$ cat config.mk
export PLATFORM = sky130hd
export DESIGN_NAME = timebase_divider
export DESIGN_NICKNAME = d
export VERILOG_FILES = /design/src/rtl/timebase_pkg.sv /design/src/rtl/timebase_counter.sv /design/src/rtl/timebase_gamma_fsm.sv /design/src/rtl/timebase_divider.sv
export SDC_FILE = /design/constraint.sdc
export NUM_CORES = 1
export LEC_CHECK = 0
export BUFFER_PORTS_ARGS = -buffer_cell sky130_fd_sc_hd__buf_2
export CAP_MARGIN = 20
export CORE_MARGIN = 10
export CORE_UTILIZATION = 40
export CTS_BUF_LIST = sky130_fd_sc_hd__clkbuf_8
export CTS_CLUSTER_SIZE = 10
export DETAILED_ROUTE_END_ITERATION = 6
export HOLD_SLACK_MARGIN = 0.1
export PLACE_DENSITY = 0.68
export SYNTH_ARGS = -nofsm -noshare
export SYNTH_HDL_FRONTEND = slang
export SYNTH_HIERARCHICAL = 1
export SYNTH_SLANG_ARGS = --single-unit
$ cat constraint.sdc
create_clock -name clk -period 2.1 [get_ports clk]
set_input_delay 0.21 -clock clk [delete_from_list [all_inputs] [get_ports clk]]
set_output_delay 0.21 -clock clk [all_outputs]
set_load 0.005 [all_outputs]
$ cat src/rtl/timebase_pkg.sv
package timebase_pkg;

    typedef enum logic [1:0] {
        ACT_HOLD     = 2'd0,
        ACT_STEP     = 2'd1,
        ACT_ZERO     = 2'd2,
        ACT_KEEP_LOW = 2'd3
    } count_act_t;

    typedef enum logic {
        GAM_IDLE    = 1'b0,
        GAM_LATCHED = 1'b1
    } gam_state_t;

endpackage

$ cat src/rtl/timebase_counter.sv
module timebase_counter
    import timebase_pkg::*;
#(
    parameter int CNT_W   = 15,
    parameter int SEC_BIT = 14,
    parameter int KEEP_LO = 6
) (
    input  logic             clk,
    input  logic             rst_n,
    input  logic             tick_en,
    input  logic             div_clear,
    input  logic             keep_low,
    output logic [CNT_W-1:0] count,
    output logic             sec_rise
);

    localparam logic [CNT_W-1:0] LO_MASK =
        {{(CNT_W-KEEP_LO){1'b0}}, {KEEP_LO{1'b1}}};

    count_act_t       act;
    logic [CNT_W-1:0] cnt_q;
    logic [CNT_W-1:0] cnt_inc;

    // Action decode: clear outranks the tick.
    always_comb begin
        if (div_clear)
            act = keep_low ? ACT_KEEP_LOW : ACT_ZERO;
        else if (tick_en)
            act = ACT_STEP;
        else
            act = ACT_HOLD;
    end

    assign cnt_inc = cnt_q + 1'b1;

    always_ff @(posedge clk or negedge rst_n) begin
        if (!rst_n) begin
            cnt_q <= '0;
        end else begin
            unique case (act)
                ACT_HOLD:     cnt_q <= cnt_q;
                ACT_STEP:     cnt_q <= cnt_inc;
                ACT_ZERO:     cnt_q <= '0;
                ACT_KEEP_LOW: cnt_q <= cnt_q & LO_MASK;
                default:      cnt_q <= cnt_q;
            endcase
        end
    end

    assign count    = cnt_q;
    assign sec_rise = (act == ACT_STEP) && cnt_inc[SEC_BIT] && !cnt_q[SEC_BIT];

    p_hold_r2: assert property (@(posedge clk) disable iff (!rst_n)
        (!tick_en && !div_clear) |=> $stable(cnt_q));
    p_step_r2: assert property (@(posedge clk) disable iff (!rst_n)
        (tick_en && !div_clear) |=> (cnt_q == $past(cnt_q) + 1'b1));
    p_full_clear_r8: assert property (@(posedge clk) disable iff (!rst_n)
        (div_clear && !keep_low) |=> (cnt_q == '0));
    p_keep_low_r9: assert property (@(posedge clk) disable iff (!rst_n)
        (div_clear && keep_low) |=> (cnt_q == ($past(cnt_q) & LO_MASK)));
    p_rise_r4: assert property (@(posedge clk) disable iff (!rst_n)
        sec_rise |=> cnt_q[SEC_BIT]);

endmodule

$ cat src/rtl/timebase_gamma_fsm.sv
module timebase_gamma_fsm
    import timebase_pkg::*;
(
    input  logic clk,
    input  logic rst_n,
    input  logic sec_rise,
    input  logic sec_test,
    output logic gamma
);

    gam_state_t state_q;
    gam_state_t state_d;

    // Next state: SET beats CLEAR.
    always_comb begin
        state_d = state_q;
        unique case (state_q)
            GAM_IDLE: begin
                if (sec_rise) state_d = GAM_LATCHED;
            end
            GAM_LATCHED: begin
                if (!sec_rise && sec_test) state_d = GAM_IDLE;
            end
            default: state_d = GAM_IDLE;
        endcase
    end

    always_ff @(posedge clk or negedge rst_n) begin
        if (!rst_n) state_q <= GAM_IDLE;
        else        state_q <= state_d;
    end

    always_comb begin
        unique case (state_q)
            GAM_IDLE:    gamma = 1'b0;
            GAM_LATCHED: gamma = 1'b1;
            default:     gamma = 1'b0;
        endcase
    end

    p_set_r5: assert property (@(posedge clk) disable iff (!rst_n)
        sec_rise |=> gamma);
    p_clear_r6: assert property (@(posedge clk) disable iff (!rst_n)
        (sec_test && !sec_rise) |=> !gamma);
    p_sticky_r5: assert property (@(posedge clk) disable iff (!rst_n)
        (!sec_test && !sec_rise) |=> $stable(gamma));

endmodule

$ cat src/rtl/timebase_divider.sv
module timebase_divider
    import timebase_pkg::*;
#(
    parameter int CNT_W   = 15,
    parameter int F1_BIT  = 14,
    parameter int F4_BIT  = 11,
    parameter int KEEP_LO = 6,
    parameter int NIB_W   = 4
) (
    input  logic             clk,
    input  logic             rst_n,
    input  logic             tick_en,
    input  logic             div_clear,
    input  logic             keep_low,
    input  logic             sec_test,
    output logic             f1_tap,
    output logic             f4_tap,
    output logic             sec_level,
    output logic             gamma,
    output logic             sec_test_skip,
    output logic [NIB_W-1:0] div_nibble
);

    localparam int SEC_BIT = CNT_W - 1;

    logic [CNT_W-1:0] count;
    logic             sec_rise;

    timebase_counter #(
        .CNT_W  (CNT_W),
        .SEC_BIT(SEC_BIT),
        .KEEP_LO(KEEP_LO)
    ) u_count (
        .clk      (clk),
        .rst_n    (rst_n),
        .tick_en  (tick_en),
        .div_clear(div_clear),
        .keep_low (keep_low),
        .count    (count),
        .sec_rise (sec_rise)
    );

    timebase_gamma_fsm u_gamma (
        .clk     (clk),
        .rst_n   (rst_n),
        .sec_rise(sec_rise),
        .sec_test(sec_test),
        .gamma   (gamma)
    );

    assign f1_tap        = count[F1_BIT];
    assign f4_tap        = count[F4_BIT];
    assign sec_level     = count[SEC_BIT];
    assign sec_test_skip = sec_test && !count[SEC_BIT];
    assign div_nibble    = count[CNT_W-1 -: NIB_W];

    p_level_rise_r5: assert property (@(posedge clk) disable iff (!rst_n)
        (!$past(sec_level) && sec_level) |-> gamma);
    p_reset_r1: assert property (@(posedge clk)
        !rst_n |-> (div_nibble == '0 && !gamma));

endmodule

**After elaboration in Yosys (flattened, before gate mapping)**

Cells that the tools add are included.

- Add/subtract/negate cells: 1
- Multipliers: 0
- Divide/modulo/power cells: 0
- $lt $le $gt $ge: 0
- Equal/unequal tests: 3
- Shifts and indexed selects: 0
- Muxes and demuxes: 8
- Bitwise operators: 3
- Reduce and logical (&&, ||, !) cells: 8

Operators by type and width:

| cell | number |
|---|---|
| one-hot mux 15 bit (3 select lines) | 1 |
| adder 15 x 1 -> 15 bit (second input constant) | 1 |
| == test 2 bit (second input constant) | 2 |
| logical AND 1 bit | 4 |
| 2-to-1 mux 1 bit | 4 |
| one-hot mux 1 bit (2 select lines) | 2 |
| inverter 1 bit | 3 |
| == test 2 x 1 -> 1 bit (second input constant) | 1 |
| logical NOT 1 bit | 2 |
| logical NOT 2 bit | 1 |
| 2-to-1 mux 2 bit | 1 |
| AND reduction 2 bit | 1 |

- Register bits after elaboration: 16
- Bits in latches: 0
- Bits in writable memories: 0
- Memory bits (read-only): 0
- Input bits: 6
- Output and inout bits: 9
- Word-level logic and storage cells: 26
- Memories kept: 0

**Depth between registers and ports, before layout**

Gate-level depths: netlist of run 1.

- Depth after elaboration: 9
- Depth in mapped cells: 5
- Gate-level depth less buffers: 5

**Modules after synthesis**

The synthesis of run 1 kept the hierarchy.

Modules (own cells, without submodules):

| module | times used | cells an instance | area each (um^2) | sequential area each (um^2) |
|---|---|---|---|---|
| timebase_counter | 1 | 84 | 830.8 | 375.4 |
| timebase_divider | 1 | 4 | 36.3 | 0.0 |
| timebase_gamma_fsm | 1 | 3 | 36.3 | 25.0 |

**Worst setup path before layout of run 1**

No wires, ideal clock.

- Kind: register -> register
- Start point: register u_count.cnt_q[0], in the netlist u_count/count[0]
- End point: register u_count.cnt_q[14], in the netlist u_count/count[14]
- Setup time: 125 ps
- Data arrival time: 1576 ps
- Data required time: 1975 ps
- Slack: 399 ps
- Cell stages (with the launch flop): 5
- Period minus slack after synthesis: 1701 ps
- Cell sequence: dfrtp_1 > ha_1 > nand4_4 > or4_4 > mux2_4

- Cells in the longest elaborated chain, start to end: 2

RTL lines:

| what | RTL line | source |
|---|---|---|
| from (decl) | timebase_counter.sv:21 | `logic [CNT_W-1:0] cnt_q;` |
| from (signal assigned) | timebase_counter.sv:41 | `ACT_HOLD: cnt_q <= cnt_q;` |
| from (signal assigned) | timebase_counter.sv:42 | `ACT_STEP: cnt_q <= cnt_inc;` |
| from (signal assigned) | timebase_counter.sv:44 | `ACT_KEEP_LOW: cnt_q <= cnt_q & LO_MASK;` |
| adder 15 x 1 -> 15 bit | timebase_counter.sv:34 | `assign cnt_inc = cnt_q + 1'b1;` |
| one-hot mux 15 bit (3 select lines) | timebase_counter.sv:40 | `unique case (act)` |

Every way passes these cells.
A chain may end at the register's enable or synchronous reset.

**Final worst setup path of run 1**

Ends and elaborated chain as after synthesis.

==> results_dict.tcl, run 1 <==
set metrics [dict create \
    holdPathStages 3 \
    io-pin-count 15 \
    port_buffers 14 \
    setup.worst_path.start_class "flop" \
    slowest_delay_ns 0.59 \
    grt_setup_unrepaired "false" \
    internal_power_uw 498.9 \
    drt-total-wl_um 1885 \
    start_util_pct 41.23 \
    synth_area_um2 903.4 \
    synth.avg_cell_area_um2 9.927 \
    post_cts_resize_count 0 \
    die_y_um 67.52 \
    crit_path_max_fanout 10 \
    yosysSeqAreaShare_pct 44.32 \
    reg2reg_slack_ns 0.29 \
    outcome "finished, final reports clean" \
    cts_buffer_depth 2 \
    p_total_uw 638.8 \
    reg2reg_from "u_count/count[0]" \
    netSwitchingPower_uw 139.9 \
    grt_max_degree 24 \
    grt_overflow 0 \
    synth_edf_count 0 \
    swShare_pct 21.90 \
    synthTopCellsByArea "dfrtp_1, a21oi_1, o31ai_1" \
    synth-seq-cells 16 \
    cp-startpoint "u_count/count[0]" \
    areaGrowthSynthToFinish_pct 14.27 \
    worstPathCellList "ha_1, nand4_4, or4_4, mux2_4" \
    htree_num_levels 1 \
    min_period_ns 1.815 \
    slew_violations 0 \
    wire_per_inst_um 14.28 \
    ys_top_cells_by_count "dfrtp_1, a21oi_1" \
    insertion_delay_ns 0.25 \
    clock.fmax_ghz 0.5511 \
    drt_iter0_markers 28 \
    rows 17 \
    grt_pass1_vias 750 \
    yosysMostFrequentCell "dfrtp_1" \
    fin_skew_ns 0.001788 \
    drive_gt1_share_pct 27.88 \
    ant_nets 0 \
    period_share_pct 86.41 \
    max_cap_viol_count 0 \
    tritoncts "built" \
    fin_util_pct 47.12 \
    vias 742 \
    antenna_found_initial 0 \
    crit_arrival_ns 1.95 \
    grt_pass1_wl_um 3187 \
    synth_cell_types 34 \
    drt_pass1_iterations 4 \
    drc_errors 0 \
    peakVddDrop_mv 0.4814 \
    dieArea_mm2 0.004559 \
    hold_path_end "u_count/count[5]" \
    tns_ns 0 \
    cts.sinks 16 \
    clk_pin_slew_worst_paths_ns 0.06 \
    leakage_nw 0.4848 \
    combPwrFrac_pct 6.8 \
    cp_slowest_cell "or4_4" \
    cp.required_ns 2.24 \
    cp-end-kind "flop" \
    finalHoldViolCount 0 \
    powerDensity_mw_per_mm2 618.9 \
    synthFlopType "dfrtp_1" \
    via_per_inst 5.621 \
    cts-root-buf "clkbuf_8" \
    cts_buffers 3 \
    r2r_cells 4 \
    hold_class "input port to flop" \
    clkPwrFrac_pct 43.1 \
    crit_type "flop to flop" \
    synth_top_area_cell "dfrtp_1" \
    diodes 0 \
    coreArea_mm2 0.002191 \
    min-delay-start "keep_low" \
    setup_violations 0 \
    worst_pin_slew_ns 0.4053 \
    syn_inst 91 \
    die_width_um 67.52 \
    synthArstFlopShare_pct 100.0 \
    seq_power_share_pct 50.1 \
    r2r-end "u_count/count[14]" \
    finalNetCount 112 \
    placed_area_um2 967.2 \
    synth_nets 98 \
    relSlewSlack_pct 72.90 \
    synth_top_cell_area_share_pct 44.32 \
    final_area_mm2 0.001032 \
    synth_warnings 6 \
    place_congestion 0.7583 \
    track_usage_pct 8.963 \
]
[critical path: cells and delay by family, from the launching register on]
kind                       cells  cell delay [ns]
adders and majority gates      1             0.22
muxes                          1             0.31
and+or+nand+nor                2             0.77
DFF                            1             0.39
[cell type report]
type                    instances  area, um2
flip-flops and latches         16      400.4
fillers                       209       1159
multi-input cells              64      442.9
well taps                      28      35.03
inverters                       5      18.77
repair buffers                 15      80.08
clock buffers                   4      55.05
[cells by family (layout without fill, tap and decap cells)]
group / Yosys count / in the layout / share of synthesized area (%)
simple gates: 37 / 37 / 26.73
mux: 3 / 3 / 4.154
compound gates: 23 / 23 / 16.76
flops: 16 / 16 / 44.32
buf+inv: 11 / 24 / 6.648
fa+ha+maj: 1 / 1 / 1.385
[sequential cells by signal, summed over array words and instances, names as in the netlist]
register and flops:
u_gamma/state_q 1, u_count/count 15
[worst max path at each step]
stage | to | slack [ns] | cells past startpoint
final | u_count/count[14] | 0.29 | 4
after global routing | u_count/count[14] | 0.22 | 4
after CTS | u_count/count[14] | 0.29 | 4
after detailed placement | u_count/count[14] | 0.30 | 4
after global placement | u_count/count[14] | 0.36 | 4
after floorplan | u_count/count[14] | 0.40 | 4
[power by group through the flow]
stage | Sequential, mW | Combinational, mW | Clock (mW)
floorplan | 0.325 | 0.0257 | 0
global placement | 0.325 | 0.0402 | 0
detailed placement | 0.326 | 0.0429 | 0
CTS | 0.320 | 0.0445 | 0.283
global route | 0.321 | 0.0501 | 0.300
finish | 0.320 | 0.0435 | 0.275
[placed cells by master, fill, tap and decap left out, types with 2 or more instances in the layout]
master     n
buf_2     14
nor2_1     4
or3_1      2
o21ai_0    5
clkbuf_8   4
mux2_2     2
inv_1      5
or4_2      2
a21o_1     3
nor2b_1    2
o31ai_1    4
nand3_1    5
nand4_1    3
a21oi_1    6
dfrtp_1   16
nor4_1     2
or4_1      3
nand2_1    5
nor3_1     2
[through the flow]
| step | setup slack, ns | std cells | hold WS [ns] |
|---|---|---|---|
| 2_1_floorplan | 0.3985 | 91 | -0.08559 |
| 3_3_place_gp | 0.3626 | 127 | 0.1401 |
| 3_5_place_dp | 0.2999 | 127 | 0.1410 |
| 4_1_cts | 0.2899 | 132 | 0.2177 |
| 5_1_grt | 0.2234 | 132 | 0.2287 |
| 6_report | 0.2855 | 132 | 0.2219 |
[metal layers]
metal  track usage (%)  routed length, um  vias to the layer above
li1                  -                  -                      360
met1             9.579                788                      359
met2             15.14                912                       19
met3             3.306                151                        4
met4             4.615                 31                        0
met5                 0                  0                        -
[what timing repair did]
item                      CTS  global route
hold buffers                1             0
hold endpoints to repair   16             0
buffers inserted            0             0
Note: power is estimated with default switching activity, not from simulation.
==> run 2, diff against run 1 <==
--- a/config.mk
+++ b/config.mk
@@ -5,6 +5,7 @@
 export SDC_FILE = /design/constraint.sdc
 export NUM_CORES = 1
 export LEC_CHECK = 0
+export ABC_AREA = 1
 export BUFFER_PORTS_ARGS = -buffer_cell sky130_fd_sc_hd__buf_2
 export CAP_MARGIN = 20
 export CORE_MARGIN = 10
@@ -13,7 +14,7 @@
 export CTS_CLUSTER_SIZE = 10
 export DETAILED_ROUTE_END_ITERATION = 6
 export HOLD_SLACK_MARGIN = 0.1
-export PLACE_DENSITY = 0.68
+export PLACE_DENSITY = 0.64
 export SYNTH_ARGS = -nofsm -noshare
 export SYNTH_HDL_FRONTEND = slang
 export SYNTH_HIERARCHICAL = 1
==> run 2 against run 1 <==
Global-route usage rose by 0.79 points; clock power about the same; setup slack improved by 0.45 ns; non-clock buffer count unchanged; sequential power grew 4%; final cell count grew 37%; critical endpoint is now u_gamma/state_q.
==> results_dict.tcl, run 2 <==
set metrics [dict create \
    cp-end-kind "flop" \
    synthTopCellsByArea "dfrtp_1, nand2_1, inv_1" \
    min_period_ns 1.368 \
    drive_gt1_share_pct 18.30 \
    cts-root-buf "clkbuf_8" \
    clk_pin_slew_worst_paths_ns 0.06 \
    wire_per_inst_um 11.57 \
    synth_cell_types 20 \
    synth_warnings 6 \
    synthFlopType "dfrtp_1" \
    clkPwrFrac_pct 41.9 \
    seq_power_share_pct 50.7 \
    fin_skew_ns 0.001640 \
    peakVddDrop_mv 0.3681 \
    postCtsSetupBuffers 0 \
    r2r_cells 8 \
    grt_pass1_vias 884 \
    tns_ns 0 \
    crit_type "flop to flop" \
    synth_compound_area_share_pct 5.398 \
    reg2reg_from "u_count/count[0]" \
    yosysSeqAreaShare_pct 41.13 \
    synth_top_family_by_area "simple AND/OR/NAND/NOR gates" \
    crit_path_max_fanout 5 \
    cp-startpoint "u_count/count[0]" \
    drc_errors 0 \
    synth-simple-area-share_pct 40.87 \
    die_width_um 69.33 \
    combPwrFrac_pct 7.4 \
    fin_util_pct 49.50 \
    synth-seq-cells 16 \
    grt_overflow 0 \
    slew_violations 0 \
    ant_nets 0 \
    synth_area_um2 973.4 \
    whs_ns 0.2012 \
    ys_top_cells_by_count "nand2_1, inv_1, nor2_1" \
    diodes 0 \
    r2r-end "u_gamma/state_q" \
    clock.fmax_ghz 0.7309 \
    cts.sinks 16 \
    grt_pass1_wl_um 4002 \
    die_y_um 69.33 \
    rows 17 \
    outcome "finished, final reports clean" \
    post_cts_resize_count 0 \
    mostFrequentLayoutCells "nand2_1, inv_1, nor2_1, dfrtp_1, buf_2" \
    grt_max_degree 17 \
    synth_mux_area_share_pct 0 \
    insertion_delay_ns 0.25 \
    via_per_inst 4.856 \
    syn_inst 138 \
    synth_nets 145 \
    synthArstFlopShare_pct 100.0 \
    track_usage_pct 9.754 \
    netSwitchingPower_uw 154.0 \
    swShare_pct 23.47 \
    synth_top_area_cell "dfrtp_1" \
    tritoncts "built" \
    postCtsHoldBufs 1 \
    leakage_nw 0.5628 \
    areaGrowthSynthToFinish_pct 14.65 \
    drt_pass1_iterations 4 \
    vias 879 \
    setup.worst_path.start_class "flop" \
    io-pin-count 15 \
    relSlewSlack_pct 75.19 \
    finalNetCount 161 \
    place_congestion 0.8885 \
    port_buffers 14 \
    synth_xor_area_share_pct 0 \
    yosysMostFrequentCell "nand2_1" \
    synth_top_cell_area_share_pct 41.13 \
    grt_setup_unrepaired "false" \
    coreArea_mm2 0.002255 \
    synth_edf_count 0 \
    reg2reg_slack_ns 0.73 \
    internal_power_uw 502.3 \
    crit_arrival_ns 1.56 \
    synthAdderAreaFrac_pct 1.285 \
    dieArea_mm2 0.004807 \
    nFillCells 245 \
    htree_num_levels 1 \
    largest_register_ffs 15 \
    cts_buffer_depth 2 \
    max_cap_viol_count 0 \
    cp.required_ns 2.29 \
    drt_iter0_markers 52 \
    dp_hpwl_um 1609 \
    crit_path_end "u_gamma/state_q" \
    period_share_pct 65.15 \
    setup_violations 0 \
    finalHoldViolCount 0 \
    layout_commonest_cell "nand2_1" \
    powerDensity_mw_per_mm2 588.0 \
    antenna_found_initial 0 \
    cts_buffers 3 \
    start_util_pct 43.17 \
    worst_pin_slew_ns 0.3722 \
    hold_class "input port to flop" \
    drt-total-wl_um 2095 \
    synth.avg_cell_area_um2 7.054 \
]
## run 2: kinds of logic after synthesis
family                   count (synthesis)
buffers and inverters                   26
adder cells (fa/ha/maj)                  1
AO/OA/AOI/OAI                           10
AND/OR/NAND/NOR                         85
flip-flops                              16
## run 2: final cells by class
| cell class | instances | area (um2) | share of cell area [%] |
|---|---|---|---|
| repair buffers | 15 | 80.08 | 7.175 |
| clock buffers | 4 | 55.05 | 4.933 |
| well taps | 28 | 35.03 | 3.139 |
| inverters | 22 | 82.58 | 7.399 |
| flip-flops and latches | 16 | 400.4 | 35.87 |
| multi-input cells | 96 | 462.9 | 41.48 |
## run 2: metal layers
layer / track usage [%] / up-vias / routed length, um
met3: 4.137 / 2 / 145
met5: 0 / - / 0
li1: - / 462 / -
met1: 10.73 / 394 / 903
met2: 16.94 / 21 / 1035
met4: 1.996 / 0 / 10
## run 2: worst min path at each step
stage | startpoint | end | slack [ns] | cells after the start
after global routing | sec_test | u_gamma/state_q | 0.23 | 4
final | sec_test | u_gamma/state_q | 0.20 | 4
after detailed placement | rst_n | u_count/count[2] | 0.15 | 1
after floorplan | rst_n | u_count/count[0] | -0.09 | 0
after CTS | sec_test | u_gamma/state_q | 0.20 | 4
after global placement | rst_n | u_count/count[2] | 0.15 | 1
## run 2: critical path, stage by stage, from the launching register on
cell and delay, ns:
dfrtp_1 0.42, ha_1 0.23, nand3_2 0.11, nor2_4 0.15, nand3_1 0.10, nand3b_1 0.16
inv_1 0.05, inv_1 0.03, nand2_1 0.05
## run 2: power by group through the flow
stage	sequential, mW	clock (mW)	combinational (mW)
floorplan	0.336	0	0.0281
global placement	0.338	0	0.0469
detailed placement	0.338	0	0.0475
CTS	0.333	0.286	0.0493
global route	0.335	0.304	0.0599
finish	0.333	0.275	0.0482
## run 2: per-stage QoR
step,instances,power [mW],setup slack (ns),instance area [um2]
floorplan,138,0.3640,0.8739,973.4
CTS,181,0.6678,0.7183,1116
global route,181,0.6987,0.5579,1116
detailed placement,176,0.3858,0.7394,1051
global placement,176,0.3849,0.7410,1051
finish,181,0.6563,0.7318,1116
==> run 3, diff against run 2 <==
--- a/config.mk
+++ b/config.mk
@@ -5,7 +5,7 @@
 export SDC_FILE = /design/constraint.sdc
 export NUM_CORES = 1
 export LEC_CHECK = 0
-export ABC_AREA = 1
+export ABC_AREA = 0
 export BUFFER_PORTS_ARGS = -buffer_cell sky130_fd_sc_hd__buf_2
 export CAP_MARGIN = 20
 export CORE_MARGIN = 10
@@ -14,7 +14,7 @@
 export CTS_CLUSTER_SIZE = 10
 export DETAILED_ROUTE_END_ITERATION = 6
 export HOLD_SLACK_MARGIN = 0.1
-export PLACE_DENSITY = 0.64
+export PLACE_DENSITY = 0.66
 export SYNTH_ARGS = -nofsm -noshare
 export SYNTH_HDL_FRONTEND = slang
 export SYNTH_HIERARCHICAL = 1
==> constraint.sdc (replaced) <==
create_clock -name clk -period 1.1 [get_ports clk]
set_input_delay 0.11 -clock clk [delete_from_list [all_inputs] [get_ports clk]]
set_output_delay 0.11 -clock clk [all_outputs]
set_load 0.005 [all_outputs]
==> run 3 against run 2 <==
Register-to-register slack lost 1.2 ns; sequential power increased by 83%; worst hold slack got worse by 0.074 ns; critical endpoint unchanged; the run now ends with negative setup slack left; first-iteration DRC count is 19% lower; highest routed layer is now met3; setup slack got worse by 1.2 ns; via count increased by 0.46%; critical path depth fell by 2.
==> results_dict.tcl, run 3 (synthesis gave the netlist of run 1 again) <==
set metrics [dict create \
    clock.fmax_ghz 0.6388 \
    track_usage_pct 11.53 \
    setup_ws_ns -0.4654 \
    outcome "finished, violations left" \
    crit_type "flop to flop" \
    rows 17 \
    tritoncts "built" \
    drt_iter0_markers 42 \
    max_cap_viol_count 0 \
    reg2reg_slack_ns -0.47 \
    wire_per_inst_um 15.31 \
    layout_commonest_cell "buf_4" \
    cp-end-kind "flop" \
    slew_violations 0 \
    worst_pin_slew_ns 0.3764 \
    mostFrequentLayoutCells "buf_4, dfrtp_1, buf_2, buf_6, a21oi_2" \
    insertion_delay_ns 0.25 \
    cts_buffers 3 \
    drive_gt1_share_pct 56.52 \
    relSlewSlack_pct 74.91 \
    diodes 0 \
    violations "negative setup slack" \
    hold_class "input port to flop" \
    peakVddDrop_mv 0.8142 \
    largest_register_ffs 15 \
    die_width_um 67.52 \
    ff_latch_area_um2 400.4 \
    ant_nets 0 \
    drt_pass1_iterations 4 \
    start_util_pct 41.23 \
    io-pin-count 15 \
    antenna_found_initial 0 \
    clk_pin_slew_worst_paths_ns 0.06 \
    pre_cts_slack_ns -0.4516 \
    place_congestion 0.8086 \
    setup.worst_path.start_class "flop" \
    via_per_inst 5.319 \
    grt_overflow 0 \
    cp.required_ns 1.29 \
    coreArea_mm2 0.002191 \
    grt_setup_unrepaired "true" \
    placed_area_mm2 0.001156 \
    finalHoldViolCount 0 \
    dieArea_mm2 0.004559 \
    nFillCells 186 \
    setup_violations 14 \
    fin_skew_ns 0.002245 \
    drt-total-wl_um 2542 \
    min_period_ns 1.565 \
    cts.sinks 16 \
    powerDensity_mw_per_mm2 835.6 \
    grt_pass1_vias 908 \
    port_buffers 14 \
    cts_buffer_depth 2 \
    grt_pass1_wl_um 4112 \
    final_area_mm2 0.001408 \
    crit_path_max_fanout 5 \
    htree_num_levels 1 \
    grt_max_degree 17 \
    cts-root-buf "clkbuf_8" \
    areaGrowthSynthToFinish_pct 55.82 \
    whs_ns 0.1270 \
    leakage_nw 0.7138 \
    vias 883 \
    finalNetCount 147 \
    period_share_pct 142.3 \
    crit_arrival_ns 1.75 \
    p_total_mw 1.176 \
    dp_hpwl_um 1612 \
    die_y_um 67.52 \
    multiInputGateArea_um2 546.8 \
    drc_errors 0 \
]
==> run 3: cell count changes in the layout (fill, tap and decap cells not counted), sizes merged, moves of 3 or more <==
cell   before  now
or3         0    3
or4         0    6
a21o        0    3
o31ai       0    4
a21oi       2    6
nor2       24    4
inv        22    5
nand3      16    5
mux2        0    3
nor2b       0    3
nand2      39    5
buf        14   49
==> run 3: cell type report <==
type | instances | area share, %
clock buffers | 3 | 2.933
well taps | 28 | 2.489
multi-input cells | 64 | 38.84
inverters | 5 | 1.333
flip-flops and latches | 16 | 28.44
repair buffers | 50 | 25.96
==> run 3: stage by stage <==
| step | std cells | utilization [%] | setup TNS [ns] |
|---|---|---|---|
| after floorplan | 91 | - | -3.365 |
| after global placement | 151 | 52.77 | -3.958 |
| after detailed placement | 151 | 52.77 | -4.464 |
| after CTS | 163 | 59.68 | -4.924 |
| after global routing | 166 | 64.25 | -6.299 |
| final | 166 | 64.25 | -5.310 |
==> run 3: where the power goes <==
part | total [mW] | switching [mW] | internal (mW)
combinational | 0.129 | 0.0641 | 0.0645
clock | 0.440 | 0.197 | 0.243
sequential | 0.608 | 0.00789 | 0.600
total | 1.18 | 0.269 | 0.907
==> run 3: repair_timing <==
action | in CTS | in global routing
setup buffers | 7 | 4
endpoints found under the setup margin | 15 | 15
endpoints found under the hold margin | 16 | 0
hold buffers | 1 | 0
resized for setup | 11 | 17
pin swaps | 4 | 5
cloned | 1 | 0
==> run 3: routing by layer <==
metal | up-vias | part of all wire (%) | wire length (um) | track usage [%]
met1 | 435 | 41 | 1052 | 12.97
met4 | 0 | 0 | 0 | 3.846
li1 | 430 | - | - | -
met5 | - | 0 | 0 | 0
met3 | 0 | 5.5 | 141 | 2.810
met2 | 18 | 53 | 1349 | 20.66
==> run 3: final timing paths <==
| check | start | end | cells after the start |
|---|---|---|---|
| worst max-delay path | u_count/count[0] | u_gamma/state_q | 6 |
| worst max register to register | u_count/count[0] | u_gamma/state_q | 6 |
| worst min-delay path | keep_low | u_count/count[5] | 3 |
| worst min register to register | u_gamma/state_q | u_gamma/state_q | 1 |
| max in group asynchronous | rst_n | u_count/count[8] | 2 |
| min in group asynchronous | rst_n | u_count/count[10] | 2 |
==> run 3: worst max-delay path: stages, from the launching register on <==
cell,delay (ns)
dfrtp_1,0.36
ha_2,0.21
nand4_4,0.13
or4_4,0.45
buf_4,0.16
nor3_4,0.11
a21o_1,0.10
